### config.mk
export PLATFORM = sky130hd
export DESIGN_NAME = word_normalizer
export DESIGN_NICKNAME = d
export VERILOG_FILES = /design/src/rtl/wnorm_pkg.sv /design/src/rtl/wnorm_walk_step.sv /design/src/rtl/wnorm_halve_step.sv /design/src/rtl/word_normalizer.sv
export SDC_FILE = /design/constraint.sdc
export NUM_CORES = 1
export LEC_CHECK = 0
export ABC_AREA = 1
export CAP_MARGIN = 40
export CORE_ASPECT_RATIO = 0.8
export CORE_MARGIN = 2
export CORE_UTILIZATION = 25
export CTS_CLUSTER_SIZE = 10
export DETAILED_ROUTE_END_ITERATION = 10
export REMOVE_ABC_BUFFERS = 1
export SLEW_MARGIN = 5
export SYNTH_ARGS = -nofsm -noshare
export SYNTH_HDL_FRONTEND = slang
export SYNTH_SLANG_ARGS = --single-unit
### constraint.sdc
create_clock -name clk -period 2.7 [get_ports clk]
set_input_delay 0.27 -clock clk [delete_from_list [all_inputs] [get_ports clk]]
set_output_delay 0.27 -clock clk [all_outputs]
set_load 0.05 [all_outputs]
### src/rtl/wnorm_pkg.sv
package wnorm_pkg;

    parameter int DATA_W = 32;
    localparam int CNT_W      = $clog2(DATA_W + 1);
    localparam int NUM_STAGES = $clog2(DATA_W);
    localparam int STG_W      = (NUM_STAGES > 1) ? $clog2(NUM_STAGES) : 1;

    typedef enum logic {
        MODE_WALK  = 1'b0,
        MODE_HALVE = 1'b1
    } nmode_e;

    typedef enum logic {
        ST_IDLE = 1'b0,
        ST_RUN  = 1'b1
    } nstate_e;

    typedef struct packed {
        logic [DATA_W-1:0] val;
        logic [CNT_W-1:0]  cnt;
    } work_t;

    // A word needs no further walking when it is zero or already has its top bit set.
    function automatic logic walk_settled(input logic [DATA_W-1:0] v);
        return (v == '0) || v[DATA_W-1];
    endfunction

endpackage

### src/rtl/wnorm_walk_step.sv
module wnorm_walk_step
    import wnorm_pkg::*;
(
    input  work_t cur,
    output work_t nxt,
    output logic  fin
);
    always_comb begin
        fin     = walk_settled(cur.val);
        nxt.val = cur.val << 1;
        nxt.cnt = cur.cnt + CNT_W'(1);
    end
endmodule

### src/rtl/wnorm_halve_step.sv
module wnorm_halve_step
    import wnorm_pkg::*;
(
    input  work_t             cur,
    input  logic [STG_W-1:0]  idx,
    output work_t             nxt
);
    work_t cand [NUM_STAGES];

    for (genvar s = 0; s < NUM_STAGES; s++) begin : g_stage
        localparam int SW = DATA_W >> (s + 1);
        if (s == NUM_STAGES - 1) begin : g_last
            always_comb begin
                cand[s] = cur;
                if (!cur.val[DATA_W-1]) begin
                    cand[s].val = cur.val << 1;
                    cand[s].cnt = cur.cnt + CNT_W'(1);
                    if ((cur.val << 1) == '0) begin
                        cand[s].cnt = CNT_W'(DATA_W);
                    end
                end
            end
        end else begin : g_mid
            always_comb begin
                cand[s] = cur;
                if (cur.val[DATA_W-1 -: SW] == '0) begin
                    cand[s].val = cur.val << SW;
                    cand[s].cnt = cur.cnt + CNT_W'(SW);
                end
            end
        end
    end

    always_comb begin
        nxt = cur;
        for (int k = 0; k < NUM_STAGES; k++) begin
            if (idx == STG_W'(k)) begin
                nxt = cand[k];
            end
        end
    end
endmodule

### src/rtl/word_normalizer.sv
module word_normalizer
    import wnorm_pkg::*;
(
    input  logic              clk,
    input  logic              rst,
    input  logic              start_i,
    input  logic              mode_i,
    input  logic [DATA_W-1:0] value_i,
    output logic              done_o,
    output logic [DATA_W-1:0] norm_o,
    output logic [CNT_W-1:0]  count_o
);
    nstate_e           state_q;
    nmode_e            mode_q;
    logic [STG_W-1:0]  stage_q;
    work_t             work_q;
    work_t             res_q;
    logic              done_q;

    work_t walk_nxt;
    logic  walk_fin;
    work_t halve_nxt;

    wnorm_walk_step u_walk (
        .cur (work_q),
        .nxt (walk_nxt),
        .fin (walk_fin)
    );

    wnorm_halve_step u_halve (
        .cur (work_q),
        .idx (stage_q),
        .nxt (halve_nxt)
    );

    always_ff @(posedge clk) begin
        if (rst) begin
            state_q <= ST_IDLE;
            mode_q  <= MODE_WALK;
            stage_q <= '0;
            work_q  <= '0;
            res_q   <= '0;
            done_q  <= 1'b0;
        end else begin
            done_q <= 1'b0;
            unique case (state_q)
                ST_IDLE: begin
                    if (start_i) begin
                        work_q.val <= value_i;
                        work_q.cnt <= '0;
                        mode_q     <= nmode_e'(mode_i);
                        stage_q    <= '0;
                        state_q    <= ST_RUN;
                    end
                end
                ST_RUN: begin
                    if (mode_q == MODE_WALK) begin
                        if (walk_fin) begin
                            res_q   <= work_q;
                            done_q  <= 1'b1;
                            state_q <= ST_IDLE;
                        end else begin
                            work_q <= walk_nxt;
                        end
                    end else begin
                        work_q <= halve_nxt;
                        if (stage_q == STG_W'(NUM_STAGES - 1)) begin
                            res_q   <= halve_nxt;
                            done_q  <= 1'b1;
                            state_q <= ST_IDLE;
                        end else begin
                            stage_q <= stage_q + STG_W'(1);
                        end
                    end
                end
                default: state_q <= ST_IDLE;
            endcase
        end
    end

    assign done_o  = done_q;
    assign norm_o  = res_q.val;
    assign count_o = res_q.cnt;
endmodule

After elaboration in Yosys (flattened, before gate mapping) --
Index checks and enable logic that the tools add are counted.
Storage, ports and cells: output and inout bits 39, bits in registers 82, input port bits 36, word-level logic and storage cells 68
Operators by class: multiplexer cells 30, reductions and logical operators 14, eq/ne operators 9, add/subtract/negate cells 6, bitwise logic cells 1
Operators by type and width (count):
- 2-to-1 mux 38 bit | 16
- case mux 38 bit (2 select lines) | 1
- zero test 32 bit | 2
- zero test 16 bit | 1
- 2-to-1 mux 3 bit | 3
- zero test 8 bit | 1
- 2-to-1 mux 1 bit | 7
- adder 6 x 1 -> 6 bit, second input constant | 1
- adder 6 x 2 -> 6 bit, second input constant | 1
- adder 6 x 3 -> 6 bit, second input constant | 1
- adder 6 x 4 -> 6 bit, second input constant | 1
- adder 6 x 5 -> 6 bit, second input constant | 1
- == test 3 x 2 -> 1 bit, second input constant | 2
- 2-to-1 mux 6 bit | 1
- case mux 3 bit (2 select lines) | 1
- AND reduction 3 bit | 2
- zero test 4 bit | 1
- inequality test 2 x 1 -> 1 bit, second input constant | 2
- inequality test 2 bit, second input constant | 2
- AND reduction 2 bit | 2
- adder 3 x 1 -> 3 bit, second input constant | 1
- == test 3 x 1 -> 1 bit, second input constant | 1
- == test 3 bit, second input constant | 1
- zero test 3 bit | 1
- 7 further kinds | 7

Depth between registers and ports, before layout --
Gate-level depths: netlist of run 1.
depth in word-level cells 9, mapped depth 17, depth with buffers taken out 17

By module --
A second synthesis of run 1 with hierarchy kept.
Second synthesis, totals: cell total of the unflattened synthesis 1284, area total of the unflattened synthesis 7310.8 µm²
Modules (own cells, without submodules):
- word_normalizer | sequential area each 1641.6 µm², cells an instance 690, times used 1, area an instance 4285.4 µm²
- wnorm_halve_step | sequential area each 0.0 µm², cells an instance 519, times used 1, area an instance 2588.7 µm²
- wnorm_walk_step | sequential area each 0.0 µm², cells an instance 75, times used 1, area an instance 436.7 µm²

Worst setup path after synthesis of run 1 --
OpenSTA, ideal clock, no wires.
path kind reg-to-reg, start point register stage_q[0], end point register res_q, in the netlist norm_o[3], library setup time 119 ps, buffers on the path 1, slack 717 ps, arrival time 1864 ps, data required time 2581 ps, stages on the path, launching flop included 12, period minus slack after synthesis 1983 ps, cells stage by stage dfxtp_1 inv_1 ha_1 nand2_1 clkinv_1 clkbuf_1 o21ai_1 nand2_1 o211ai_1 nand2_1 a211oi_1 nor2_1
Between the ends: word-level cells in the longest chain between the ends 8, elaborated cells on any way between the ends 14, those cells by class eq/ne: 5; mux: 7; reduce/logical: 2
RTL lines:
- start: declaration | RTL line word_normalizer.sv:15 | logic [STG_W-1:0] stage_q;
- start signal: assignment | RTL line word_normalizer.sv:72 | stage_q <= stage_q + STG_W'(1);
- zero test 3 bit | RTL line wnorm_halve_step.sv:37 | if (idx == STG_W'(k)) begin
- 2-to-1 mux 38 bit (5 in series) | RTL line wnorm_halve_step.sv:37
- 2-to-1 mux 38 bit | RTL line word_normalizer.sv:67 | if (stage_q == STG_W'(NUM_STAGES - 1)) begin
- 2-to-1 mux 38 bit | RTL line word_normalizer.sv:57 | if (mode_q == MODE_WALK) begin
- end signal: assignment | RTL line word_normalizer.sv:59 | res_q <= work_q;
- end signal: assignment | RTL line word_normalizer.sv:68 | res_q <= halve_nxt;
- end: declaration | RTL line word_normalizer.sv:17 | work_t res_q;
Several ways; a longest one is shown, not always the timed one. The select of a mux whose other input is x is not followed. A chain may end at the register's enable or synchronous reset.

Final worst setup path of run 1 --
start point register work_q[15] (netlist name), end point register work_q[13] (netlist name)
Between the ends: word-level cells in the longest chain between the ends 4
RTL lines:
- start: declaration | RTL line word_normalizer.sv:16 | work_t work_q;
- start signal: assignment | RTL line word_normalizer.sv:63 | work_q <= walk_nxt;
- start signal: assignment | RTL line word_normalizer.sv:66 | work_q <= halve_nxt;
- zero test 32 bit | RTL line wnorm_pkg.sv:25 | return (v == '0) || v[DATA_W-1];
- logical OR 1 bit | RTL line wnorm_pkg.sv:25
- inequality test 3 bit (no line)
- AND reduction 2 bit (no line)
No other way between the ends.

==> results.yml, run 1 <==
job:
  drv_cap: 0
clock_network:
  cts.sinks: 82
  clock_latency_ps: 360
  cts_tree: "done"
  hold_buffers: 0
  htreeDepth: 3
  clk_pin_slew_ps: 60
  cts_inserted_buffers: 9
  max-clock-path-buffers: 2
  cts_setup_buffers: 0
  root_buffer: "clkbuf_16"
placed_design:
  pre_cts_ws_ps: 204
  dp_cells: 1559
  place_congestion: 0.955
  io_buffers: 74
  dp_hpwl_um: 20100
drt:
  routed_wl_um: 27500
  antenna_left: 0
  wl_per_cell_um: 17.5
  via_count: 8050
  drt-vias-per-instance: 5.11
  post-route-drc-count: 0
  drt-initial-drc-count: 635
  dr.pass1.iters: 5
synthesis:
  yosys_warnings: 0
  synth_cell_type_count: 43
  synth_flop_cell: "dfxtp_1"
  synth_edf_count: 0
  avgSynthCellArea_um2: 5.89
  ys_seq_area_share_pct: 24.1
  ys_async_sr_fraction_pct: 0
  ys_ff_latch: 82
  netlist_top_cells_area: "dfxtp_1, nand2_1, o21ai_0, a21oi_1, nor2_1"
  syn_inst: 1158
  yosys.area.top_type: "dfxtp_1"
  syn-cell-area_um2: 6820
  synth_top_area_share_pct: 24.1
global_route:
  grt_util_all_layers_pct: 19.5
  grt_pass1_wl_um: 43300
  overflow: 0
  grt_max_degree: 68
  antenna_found_initial: 0
  grt_pass1_vias: 7273
power:
  pwr_density_cell_nw_per_um2: 514
  p_leak_nw: 3.54
  peakVddDrop_uv: 322
sta:
  fin_crit_sh_pct: 92.7
  slew_headroom_pct: 46.0
  skew_ps: 8.83
  hold_violations: 0
  fin_crit_ps: 2500
  worst_slack_ps: 197
  drv_slew: 0
  fmax_mhz: 400
  setup_violations: 0
  rsz0062_at_grt: "false"
  tightest_slew_ps: 809
setup_path:
  crit_start: "work_q[15]"
  crit_arrival_ps: 2740
  setup.worst_path.end_class: "flop"
  worst-r2r-setup-slack_ps: 200
  criticalPathCategory: "reg -> reg"
  cp_max_fo: 23
  cp_data_required_time_ps: 2940
  timing.rr.start: "work_q[15]"
  setup.worst_path.start_class: "flop"
cells_and_area:
  fin_nets: 1251
  syn_to_final_growth_pct: 22.7
  n_antenna_cell: 0
  final_cells: 1574
  drive_above_1_share_pct: 9.67
floorplanning:
  die_x_um: 189
  die_h_um: 152
  ios: 75
  placement_rows: 54
  initial_core_util_pct: 25.2
  die-area_um2: 28600
  core_region_area_um2: 27000
outcome:
  status: "finished clean"
worst_hold_path:
  hold_class: "reg -> reg"
  min-delay-start: "count_o[3]"
[Yosys cell counts (3+ instances only)]
| library cell | n |
|---|---|
| inv_2 | 10 |
| clkinv_1 | 3 |
| or2_0 | 6 |
| nor3_1 | 26 |
| o211ai_1 | 23 |
| dfxtp_1 | 82 |
| nand3_1 | 49 |
| a22oi_1 | 12 |
| ha_1 | 9 |
| o31ai_1 | 3 |
| nand2_1 | 287 |
| o21ai_1 | 42 |
| buf_2 | 23 |
| o21bai_1 | 4 |
| o21ai_0 | 137 |
| o22ai_1 | 11 |
| nor2_1 | 95 |
| nor2_2 | 7 |
| a211oi_1 | 10 |
| xor2_1 | 4 |
| inv_1 | 90 |
| buf_6 | 7 |
| nor2_4 | 4 |
| or2_2 | 12 |
| nor4_1 | 3 |
| a31oi_1 | 8 |
| buf_1 | 8 |
| nand2_2 | 4 |
| nand4_1 | 12 |
| a21oi_1 | 101 |
| clkbuf_1 | 51 |
[metal layers]
metal	vias up	track usage (%)	share of wire (%)
met5	-	0	0
li1	3962	-	-
met1	3725	29.6	50
met4	0	5.86	1.8
met2	332	26.8	40
met3	31	4.35	8.7
[path summary, 6_finish.rpt]
check,endpoint,depth (start not counted)
worst max-delay path,work_q[13],9
worst min-delay path,count_o[3],2
worst max register to register,work_q[13],9
worst min register to register,count_o[3],2
[final cells by class]
cell class / instances / area (µm²)
clock buffer: 13 / 260
clock inverter: 2 / 60.1
fill: 3072 / 18700
inverter: 103 / 390
multi-input combinational: 882 / 4360
sequential: 82 / 1640
tap: 364 / 455
timing repair buffer: 128 / 1200
[power breakdown]
part           internal [W]  leakage [nW]  switching [W]  total (W)
Sequential          0.00131         0.672       0.000112    0.00142
Combinational      0.000475          2.71        0.00101    0.00148
Clock              0.000857         0.156       0.000533    0.00139
[timing repair]
action	in CTS	in global routing
hold endpoints to repair	0	0
endpoints found under the setup margin	0	3
gates resized for setup	0	3
[flip-flops by register name, indices dropped and copies added, names as in the netlist]
| signal | count |
|---|---|
| work_q | 38 |
| count_o | 6 |
| done_o | 1 |
| stage_q | 3 |
| norm_o | 32 |
| state_q | 1 |
| mode_q | 1 |
[through the flow]
step / TNS, ps / util (%) / total power (W) / hold WS [ps] / area (µm²)
finish: 0 / 30.9 / 0.00430 / 486 / 8360
global route: 0 / 30.9 / 0.00454 / 501 / 8360
CTS: 0 / 30.9 / 0.00431 / 480 / 8350
detailed placement: 0 / 29.7 / 0.00290 / 476 / 8030
global placement: 0 / 29.7 / 0.00290 / 475 / 8030
floorplan: -70060 / - / 0.00229 / 339 / 6380
[layout by cell type, fill, tap and decap left out, drive strengths merged]
master / count
xor2: 4
inv: 100
dfxtp: 82
or2: 18
o311ai: 2
nand4: 13
bufinv: 2
nor3: 26
clkdlybuf4s50: 74
a22oi: 12
nand2: 293
buf: 54
clkinvlp: 1
nand3: 51
xnor2: 1
o21a: 1
clkinv: 2
o22ai: 11
a21oi: 101
a211oi: 10
o211ai: 23
o21bai: 4
nor4: 4
ha: 9
o31ai: 3
a31oi: 8
clkbuf: 13
o21ai: 181
nor2: 107
[cells by family after synthesis]
logic type / share of synthesized area [%]
buffers and inverters: 12.1
xor gates and xnor gates: 0.643
adders and majority gates: 1.65
DFF: 24.1
AOI/OAI and AO/OA: 28.9
and+or+nand+nor: 32.6
[worst max-delay path: stages, from the launching register on]
cell and delay, ps:
dfxtp_1 350, nor4_1 420, nand4_1 290, nor2_4 200, nor2_2 100, o21ai_4 260, inv_2 260, or2_2 340
o21ai_0 70, a21oi_1 80
(Power assumes the default switching activity.)
==> run 2: changes to the inputs <==
--- a/config.mk
+++ b/config.mk
@@ -12,6 +12,7 @@
 export CORE_UTILIZATION = 25
 export CTS_CLUSTER_SIZE = 10
 export DETAILED_ROUTE_END_ITERATION = 10
+export HOLD_SLACK_MARGIN = 0.05
 export REMOVE_ABC_BUFFERS = 1
 export SLEW_MARGIN = 5
 export SYNTH_ARGS = -nofsm -noshare
==> results of run 2 <==
The final DEF is identical to that of run 1; final timing and power are the same.
